==> src/rtl/emb_tmr_pkg.sv <==
package emb_tmr_pkg;

   // control register, held as bits 31:22 of the bus word
   typedef struct packed {
      logic [1:0] wdt_per;
      logic [1:0] rst_cls;
      logic       wdt_ie;
      logic       pit_en;
      logic [1:0] fit_per;
      logic       fit_ie;
      logic       pit_auto;
   } ctl_t;

   localparam int CTL_LSB = 22;
   localparam int CTL_W   = 10;

   // status register, held as bits 31:26 of the bus word
   localparam int STS_LSB   = 26;
   localparam int STS_W     = 6;
   localparam int S_FIT     = 0;   // bus bit 26
   localparam int S_PIT     = 1;   // bus bit 27
   localparam int S_REC_LO  = 2;   // bus bits 29:28
   localparam int S_WARN    = 4;   // bus bit 30
   localparam int S_FIRST   = 5;   // bus bit 31

   typedef enum logic [1:0] {
      RCLS_NONE = 2'd0,
      RCLS_CORE = 2'd1,
      RCLS_CHIP = 2'd2,
      RCLS_SYS  = 2'd3
   } rst_cls_e;

   localparam int N_PER_SEL = 4;

   function automatic int top_exp(input int base, input int step);
      return base + (N_PER_SEL - 1) * step;
   endfunction

endpackage

==> src/rtl/emb_tmr_persel.sv <==
module emb_tmr_persel #(
   parameter int CNT_W = 21,
   parameter int BASE  = 9,
   parameter int STEP  = 4
) (
   input  logic [CNT_W-1:0] cnt,
   input  logic [1:0]       sel,
   input  logic             tick,
   output logic             wrap
);
   import emb_tmr_pkg::*;

   localparam int TOP = top_exp(BASE, STEP);

   if (BASE < 1) begin : g_bad_base
      $error("emb_tmr_persel: BASE must be at least 1");
   end
   if (STEP < 1) begin : g_bad_step
      $error("emb_tmr_persel: STEP must be at least 1");
   end
   if (TOP != CNT_W) begin : g_bad_width
      $error("emb_tmr_persel: CNT_W must equal the largest exponent");
   end

   logic [N_PER_SEL-1:0] hit;

   for (genvar k = 0; k < N_PER_SEL; k++) begin : g_sel
      localparam int EXP = BASE + k * STEP;
      assign hit[k] = &cnt[EXP-1:0];
   end

   assign wrap = tick & hit[sel];

endmodule

==> src/rtl/emb_tmr_pit.sv <==
module emb_tmr_pit #(
   parameter int PIT_W = 32
) (
   input  logic             clk,
   input  logic             rst_n,
   input  logic             tick,
   input  logic             load,
   input  logic [PIT_W-1:0] load_val,
   input  logic             reeval,
   input  logic             en_cur,
   input  logic             auto_cur,
   input  logic             en_new,
   input  logic             auto_new,
   output logic [PIT_W-1:0] count,
   output logic             expire
);
   if (PIT_W < 2) begin : g_bad_w
      $error("emb_tmr_pit: PIT_W must be at least 2");
   end

   localparam logic [PIT_W-1:0] ONE = PIT_W'(1);

   logic [PIT_W-1:0] reload_r;
   logic [PIT_W-1:0] cnt_r;
   logic             run_r;
   logic             reload_ok;
   logic             load_ok;
   logic             keep_new;
   logic             keep_cur;

   assign reload_ok = reload_r > ONE;
   assign load_ok   = load_val > ONE;
   assign keep_new  = reload_ok & en_new & auto_new;
   assign keep_cur  = reload_ok & en_cur & auto_cur;

   // writes take the cycle: a tick in a write cycle is not counted
   assign expire = tick & run_r & (cnt_r == ONE) & ~load & ~reeval;

   always_ff @(posedge clk or negedge rst_n) begin
      if (!rst_n) begin
         reload_r <= '0;
         cnt_r    <= '0;
         run_r    <= 1'b0;
      end else if (load) begin
         reload_r <= load_val;
         cnt_r    <= load_val;
         run_r    <= load_ok & en_cur;
      end else if (reeval) begin
         run_r <= keep_new;
         if (keep_new && cnt_r == '0) begin
            cnt_r <= reload_r;
         end
      end else if (expire) begin
         if (keep_cur) begin
            cnt_r <= reload_r;
         end else begin
            cnt_r <= '0;
            run_r <= 1'b0;
         end
      end else if (tick && run_r) begin
         cnt_r <= cnt_r - ONE;
      end
   end

   assign count = cnt_r;

endmodule

==> src/rtl/emb_tmr_wdog.sv <==
module emb_tmr_wdog (
   input  logic       clk,
   input  logic       rst_n,
   input  logic       wrap,
   input  logic       force_step,
   input  logic [1:0] stage,
   input  logic [1:0] cls,
   output logic       set_first,
   output logic       set_warn,
   output logic       set_rec,
   output logic [2:0] rst_req
);
   import emb_tmr_pkg::*;

   logic armed_r;
   logic step;

   assign step = force_step | (wrap & armed_r);

   always_comb begin
      set_first = 1'b0;
      set_warn  = 1'b0;
      set_rec   = 1'b0;
      rst_req   = 3'b000;
      if (step) begin
         case (stage)
            2'b00, 2'b01: set_first = 1'b1;
            2'b10:        set_warn  = 1'b1;
            default: begin
               set_rec = 1'b1;
               case (rst_cls_e'(cls))
                  RCLS_CORE: rst_req = 3'b001;
                  RCLS_CHIP: rst_req = 3'b010;
                  RCLS_SYS:  rst_req = 3'b100;
                  default:   rst_req = 3'b000;
               endcase
            end
         endcase
      end
   end

   always_ff @(posedge clk or negedge rst_n) begin
      if (!rst_n) begin
         armed_r <= 1'b1;
      end else if (step) begin
         armed_r <= (stage != 2'b11);
      end
   end

endmodule

==> src/rtl/emb_tmr_unit.sv <==
module emb_tmr_unit #(
   parameter int PIT_W    = 32,
   parameter int FIT_BASE = 9,
   parameter int FIT_STEP = 4,
   parameter int WDT_BASE = 17,
   parameter int WDT_STEP = 4
) (
   input  logic             clk,
   input  logic             rst_n,
   input  logic             tb_tick,
   input  logic             ctl_wr,
   input  logic             sts_wr,
   input  logic             pit_wr,
   input  logic [31:0]      wdata,
   output logic [31:0]      ctl_q,
   output logic [31:0]      sts_q,
   output logic [PIT_W-1:0] pit_count,
   output logic             irq_pit,
   output logic             irq_fit,
   output logic             irq_wdt,
   output logic             rst_core,
   output logic             rst_chip,
   output logic             rst_sys
);
   import emb_tmr_pkg::*;

   localparam int FIT_TOP = top_exp(FIT_BASE, FIT_STEP);
   localparam int WDT_TOP = top_exp(WDT_BASE, WDT_STEP);
   localparam int TB_W    = (FIT_TOP > WDT_TOP) ? FIT_TOP : WDT_TOP;

   if (PIT_W > 32) begin : g_bad_pit
      $error("emb_tmr_unit: PIT_W cannot exceed the 32-bit data word");
   end
   if (TB_W > 62) begin : g_bad_tb
      $error("emb_tmr_unit: period exponents too large");
   end

   // ---------------- registers ----------------
   ctl_t             ctl_r;
   ctl_t             ctl_wv;
   ctl_t             ctl_use;
   logic [STS_W-1:0] sts_r;
   logic [STS_W-1:0] sts_d;
   logic [TB_W-1:0]  tbc_r;
   logic             pend_r;
   logic [2:0]       rst_r;

   assign ctl_wv  = ctl_t'(wdata[31:CTL_LSB]);
   assign ctl_use = ctl_wr ? ctl_wv : ctl_r;

   // ---------------- shared tick counter ----------------
   always_ff @(posedge clk or negedge rst_n) begin
      if (!rst_n) begin
         tbc_r <= '0;
      end else if (tb_tick) begin
         tbc_r <= tbc_r + TB_W'(1);
      end
   end

   // ---------------- fixed-period timer ----------------
   logic fit_wrap;

   emb_tmr_persel #(
      .CNT_W (FIT_TOP),
      .BASE  (FIT_BASE),
      .STEP  (FIT_STEP)
   ) u_fit_sel (
      .cnt  (tbc_r[FIT_TOP-1:0]),
      .sel  (ctl_r.fit_per),
      .tick (tb_tick),
      .wrap (fit_wrap)
   );

   // ---------------- interval timer ----------------
   logic pit_exp;

   emb_tmr_pit #(
      .PIT_W (PIT_W)
   ) u_pit (
      .clk      (clk),
      .rst_n    (rst_n),
      .tick     (tb_tick),
      .load     (pit_wr),
      .load_val (wdata[PIT_W-1:0]),
      .reeval   (ctl_wr),
      .en_cur   (ctl_r.pit_en),
      .auto_cur (ctl_r.pit_auto),
      .en_new   (ctl_wv.pit_en),
      .auto_new (ctl_wv.pit_auto),
      .count    (pit_count),
      .expire   (pit_exp)
   );

   // ---------------- watchdog ----------------
   logic       wdt_wrap;
   logic       w_first;
   logic       w_warn;
   logic       w_rec;
   logic [2:0] w_rst;

   emb_tmr_persel #(
      .CNT_W (WDT_TOP),
      .BASE  (WDT_BASE),
      .STEP  (WDT_STEP)
   ) u_wdt_sel (
      .cnt  (tbc_r[WDT_TOP-1:0]),
      .sel  (ctl_r.wdt_per),
      .tick (tb_tick),
      .wrap (wdt_wrap)
   );

   emb_tmr_wdog u_wdog (
      .clk        (clk),
      .rst_n      (rst_n),
      .wrap       (wdt_wrap),
      .force_step (ctl_wr),
      .stage      ({sts_r[S_FIRST], sts_r[S_WARN]}),
      .cls        (ctl_use.rst_cls),
      .set_first  (w_first),
      .set_warn   (w_warn),
      .set_rec    (w_rec),
      .rst_req    (w_rst)
   );

   // ---------------- status merge: clears first, events last ----------------
   always_comb begin
      sts_d = sts_r;
      if (sts_wr) begin
         sts_d = sts_r & ~wdata[31:STS_LSB];
      end
      if (fit_wrap) sts_d[S_FIT]   = 1'b1;
      if (pit_exp)  sts_d[S_PIT]   = 1'b1;
      if (w_first)  sts_d[S_FIRST] = 1'b1;
      if (w_warn)   sts_d[S_WARN]  = 1'b1;
      if (w_rec)    sts_d[S_REC_LO+1:S_REC_LO] = ctl_use.rst_cls;
   end

   always_ff @(posedge clk or negedge rst_n) begin
      if (!rst_n) begin
         ctl_r  <= '0;
         sts_r  <= '0;
         pend_r <= 1'b0;
         rst_r  <= 3'b000;
      end else begin
         ctl_r <= ctl_use;
         sts_r <= sts_d;
         rst_r <= w_rst;
         if (pit_exp) begin
            pend_r <= 1'b1;
         end else if (sts_wr && wdata[31]) begin
            pend_r <= 1'b0;
         end
      end
   end

   // ---------------- outputs ----------------
   assign ctl_q    = {ctl_r, {CTL_LSB{1'b0}}};
   assign sts_q    = {sts_r, {STS_LSB{1'b0}}};
   assign irq_fit  = sts_r[S_FIT] & ctl_r.fit_ie;
   assign irq_pit  = pend_r & sts_r[S_PIT] & ctl_r.pit_en;
   assign irq_wdt  = sts_r[S_WARN] & ctl_r.wdt_ie;
   assign rst_core = rst_r[0];
   assign rst_chip = rst_r[1];
   assign rst_sys  = rst_r[2];

endmodule

==> config.mk <==
export PLATFORM = sky130hd
export DESIGN_NAME = emb_tmr_unit
export DESIGN_NICKNAME = d
export VERILOG_FILES = /design/src/rtl/emb_tmr_pkg.sv /design/src/rtl/emb_tmr_persel.sv /design/src/rtl/emb_tmr_pit.sv /design/src/rtl/emb_tmr_wdog.sv /design/src/rtl/emb_tmr_unit.sv
export SDC_FILE = /design/constraint.sdc
export NUM_CORES = 1
export LEC_CHECK = 0
export ABC_AREA = 1
export BUFFER_PORTS_ARGS = -buffer_cell sky130_fd_sc_hd__buf_2
export CORE_UTILIZATION = 50
export DETAILED_ROUTE_END_ITERATION = 12
export PLACE_DENSITY_LB_ADDON = 0.15
export SLEW_MARGIN = 20
export SYNTH_ARGS = -nofsm -noshare
export SYNTH_HDL_FRONTEND = slang
export SYNTH_HIERARCHICAL = 1
export SYNTH_SLANG_ARGS = --single-unit
==> constraint.sdc <==
create_clock -name clk -period 1.7 [get_ports clk]
set_input_delay 0.34 -clock clk [delete_from_list [all_inputs] [get_ports clk]]
set_output_delay 0.34 -clock clk [all_outputs]
set_load 0.01 [all_outputs]
# == Yosys cells after proc, flatten, opt, wreduce, memory -nomap -nowiden ==
# Index checks and enable logic that the tools add are counted.
# op_classes
n_bitwise,21
reduce_logical,23
magnitude_cmp,4
eq_ne,9
n_addsub,2
n_mux,32
# ops
op,count
32-bit 2-to-1 mux,6
32-bit by 1-bit > comparator with 1-bit output (second input constant),2
32-bit by 1-bit == test with 1-bit output (second input constant),1
32-bit logical NOT,1
32-bit by 1-bit subtractor with 32-bit output (second input constant),1
29-bit by 1-bit adder with 29-bit output (second input constant),1
29-bit AND reduction,1
25-bit AND reduction,1
21-bit AND reduction,1
1-bit 2-to-1 mux,18
17-bit AND reduction,1
1-bit bitwise AND,16
13-bit AND reduction,1
2-bit nonzero test,6
3-bit case mux with 3 select lines,1
9-bit AND reduction,1
8-bit 2-to-1 mux,1
6-bit bitwise AND,1
2-bit == test (second input constant),3
2-bit by 3-bit < comparator with 1-bit output (second input constant),2
3-bit 2-to-1 mux,2
6-bit 2-to-1 mux,1
6-bit inverter,1
1-bit binary-select mux with 2-bit select,2
other kinds (14),19
# totals
output_inout_bits,102
reg_bits,115
input_bits,38
elab_cells,110

# == Depth between registers and ports, before layout ==
# logic_depth
word_depth,8
ltp_mapped,14
mapped_depth_nobuf,14

# == By module ==
# Netlist, hierarchy kept.
# by_module_without_submodules
module,area_per_inst_um2,cells_each,instances,seq_area_each_um2
emb_tmr_pit,4573.1,705,1,1626.6
emb_tmr_unit,2732.6,299,1,1226.2
emb_tmr_wdog,141.4,27,1,26.3
emb_tmr_persel (u_wdt_sel),140.1,34,1,0.0
emb_tmr_persel (u_fit_sel),111.4,26,1,0.0

# == Worst setup path after synthesis ==
# OpenSTA, ideal clock, no wires.
# synth_path
path_type,flip-flop to flip-flop
start,register u_pit.cnt_r[0] (netlist: u_pit/count[0])
end,register u_pit.cnt_r[30] (netlist: u_pit/count[30])
setup_ns,0.116
period_less_slack_ns,1.812
slack_ns,-0.112
t_required_ns,1.584
arrival_ns,1.695
n_path_buf,0
stages_incl_launch_ff,14
path_cell_list,dfrtp_1 inv_1 ha_1 nand2_1 nor2_1 nand2_1 o21ai_0 nand2_1 nand3_1 nand2_1 inv_1 nand2_1 nand2_1 nand2_1
# synth_via
elab_chain_cells,7
word_cells_on_any_way,14
cone_classes,add/sub (1); eq/ne (2); mux (4); bitwise (3); reduce/logical (4)
# synth_lines
element,line_no,rtl
from (decl),emb_tmr_pit.sv:24,logic [PIT_W-1:0] cnt_r;
from (signal assigned),emb_tmr_pit.sv:46,cnt_r <= load_val;
from (signal assigned),emb_tmr_pit.sv:51,cnt_r <= reload_r;
from (signal assigned),emb_tmr_pit.sv:55,cnt_r <= reload_r;
"parallel branches: the longest is 7 deep, another holds 32-bit by 1-bit subtractor with 32-bit output",--,
# Several ways; the timed one is not identified. The select of a mux whose other input is x is not followed.
# A chain may end at the register's enable or synchronous reset.

# == Final worst setup path ==
# layout_path
start,register u_pit.cnt_r[1] (netlist: u_pit/count[1])
end,register u_pit.cnt_r[24] (netlist: u_pit/count[24])
# Same word-level chain as after synthesis.

==> metrics.md <==
| Metric | Value |
|---|---|
| Outcome | finished with violations |
| Failing checks | negative setup slack |
| Yosys top cell area share | 37.1% |
| PnR worst setup slack | -0.293 ns |
| Clock transition at the registers of the reported paths | 0.06 ns |
| CTS buffer count | 17 |
| WP data arrival | 2.31 ns |
| Layout fillers | 1143 |
| Sequential area share after synthesis | 37.4% |
| Row cnt | 44 |
| CP max FO | 6 |
| Peak supply drop | 879 uV |
| Post-synth top flop | dfrtp_1 |
| Clock Skews | 0.0134 ns |
| Max Buffers Root-to-Sink | 2 |
| DR vias/cell | 5.27 |
| Cells after Synth | 1091 |
| Final HPWL DP | 17200 microns |
| Period minus WS final | 1.99 ns |
| Area contributors post-synth | dfrtp_1 37%, nand2_1 16%, nor2_1 8.0% |
| Port-buffer cells | 91 |
| Initial core utilization | 52.2% |
| Setup crit end kind | register |
| Reg area | 2890 sq um |
| Leading area contributor after synthesis | dfrtp_1 |
| Crit path kind | reg -> reg |
| Clock power share | 37.4% |
| Via count | 8094 |
| Final setup fails | 33 |
| Post-synth cell types | 43 |
| Initial DRC Count | 799 |
| Nets | 1381 |
| GRT Resource Usage Total | 31.6% |
| CP Launch Type | register |
| Peak Freq | 502 MHz |
| Hold slack | 0.169 ns |
| MaxCap Viol Count | 0 |
| TritonCTS Sinks | 115 |
| Area occupied by multi-input gates | 4700 sq um |
| Reg power frac | 33.1% |
| First-pass GRT wire length | 38700 microns |
| #FFs+latches synth | 115 |
| RSZ-0062 raised after global routing | yes |
| Final hold violation count | 0 |
| P_sw | 3.35 mW |
| Synth-to-Final Area Change | 39.4% |
| Top-count cell post-synth | nand2_1 |
| IO Pins | 140 |
| Max H-tree Level | 4 |
| N_diodes | 0 |
| Number of global-route vias before repair | 7606 |
| Core Area | 14800 sq um |
| Die Area | 15900 sq um |
| Post-DR wirelength/cell | 16.4 microns |
| Mean Syn Cell Area | 7.06 sq um |
| TritonRoute pass-1 iters | 6 |
| Worst EP required | 2.02 ns |
| Hold WC Path Type | in -> reg |
| Largest net degree at the start of global routing | 50 |
| TritonCTS clock tree | yes |
| Design Area, Final | 10700 sq um |
| DRT antenna net count | 0 |
| Cell Pwr Density | 955 nW/um^2 |
| Initial antenna violation count | 1 |
| P_int | 6.90 mW |
| Residual DRC | 0 |
| Pleak | 5.45 nW |
| Chip Width | 126 microns |
| Skew-Pair Late Insertion Delay | 0.42 ns |
| Placed inst area | 9200 sq um |
| Drt total wl | 25200 microns |
| Final worst-path cycle share | 117% |
| Grt total ovfl | 0 |
| Die Y-Extent | 126 microns |
| Number of synthesized flops with an enable pin | 0 |
| Combinational share of power | 29.5% |
| Async set or reset register ratio after synthesis | 100% |
| Synth warn | 6 |
| Mapped Area | 7700 sq um |
| Slew Viols, Final | 0 |
| Synth top cells by count | 338 x nand2_1, 165 x nor2_1, 114 x dfrtp_1 |
| Sw Share | 32.7% |
| Root buffer cell | clkbuf_16 |
| Share of layout cells above drive strength 1 | 37.1% |
| GP Congestion | 0.939 |
## kinds of logic (layout without fill, tap and decap cells)
group,Yosys count,after routing,share of synthesized area (%)
compound gates,92,92,6.70
xor+xnor,25,25,2.94
fa+ha+maj,4,4,0.650
buf+inv,180,392,11.8
flops,115,115,37.4
mux,9,9,1.32
other cells,1,48,0.0487
simple gates,665,667,39.1
## layout by cell type, fill, tap and decap left out, types with 8 or more instances in the layout
master,count
dfrtp_2,11
buf_6,8
inv_2,12
buf_2,89
clkbuf_16,18
nand2_1,308
o21ai_0,29
nand3_1,42
o21ai_1,10
nand3b_1,13
xor2_1,18
nand2_4,8
nand3_2,25
o21ai_2,8
a21oi_2,15
nor2_2,48
inv_1,92
dfrtp_1,103
mux2_2,9
nor2_4,33
nand4_1,19
nor2_1,111
buf_4,140
nand2_2,33
a21oi_1,22
conb_1,48
## timing repair
item	CTS	global route
gates cloned	5	1
endpoints found under the setup margin	34	38
endpoints found under the hold margin	6	0
gates resized for setup	97	91
hold buffers	1	0
setup buffers	13	8
pin swaps	33	29
## path summary, 6_finish.rpt
| path | slack, ns | start | cells after the start | to |
|---|---|---|---|---|
| max | -0.29 | u_pit/count[1] | 14 | u_pit/count[24] |
| min | 0.17 | wdata[20] | 3 | u_pit/reload_r[20] |
| max reg2reg | -0.29 | u_pit/count[1] | 14 | u_pit/count[24] |
| min reg2reg | 0.49 | pend_r | 2 | pend_r |
| max in group asynchronous | 0.85 | rst_n | 3 | u_wdog/armed_r |
| min in group asynchronous | 0.30 | rst_n | 2 | u_pit/reload_r[9] |
## metrics by stage
step	total power, mW	util (%)	setup WS (ns)	setup TNS, ns	std cells
2_1_floorplan	4.81	-	-0.0477	-0.245	1138
3_5_place_dp	5.95	62.4	-0.327	-7.77	1481
6_report	10.2	72.7	-0.293	-5.42	1536
4_1_cts	10.0	70.4	-0.177	-3.76	1531
3_3_place_gp	5.91	62.4	-0.235	-6.51	1481
5_1_grt	10.7	72.7	-0.352	-8.46	1536
## registers in the layout (all words and copies together), names as in the netlist, 3 cells and up
register        flops
u_pit/count        32
u_pit/reload_r     32
ctl_q              10
tbc_r              29
rst_r               3
sts_r               6
## area by class of cell
cell class	count	area share, %
Clock inverter	9	1.45
Timing Repair Buffer	250	17.2
Multi-Input combinational cell	845	43.8
Sequential cell	115	27.0
Clock buffer	23	4.36
Inverter	110	4.02
Tap cell	184	2.15
## layer usage
metal	wire, microns	global-route usage [%]	vias up
met1	10400	40.4	3796
li1	-	-	3846
met3	1790	6.80	78
met5	11	0	-
met2	11900	50.6	372
met4	1140	16.2	2
## critical path, cell delays in order (launching register included)
cell and delay (ns):
dfrtp_1 0.39, inv_2 0.09, buf_4 0.13, ha_4 0.17, nand2_8 0.09, nor2_2 0.26, nand3_1 0.17, nand2_1 0.10
nand2_1 0.08, nand3_1 0.11, nand2_1 0.06, inv_1 0.06, nand2_1 0.06, nand2_1 0.08, nand2_1 0.05
## power by group through the flow
stage	Combinational (mW)	Sequential, mW	Clock (mW)
after floorplan	1.23	3.58	0
after global placement	2.52	3.39	0
after detailed placement	2.55	3.40	0
after CTS	2.80	3.38	3.86
after global routing	3.27	3.43	4.00
final	3.02	3.39	3.83
Note: power is estimated with default switching activity, not from simulation.
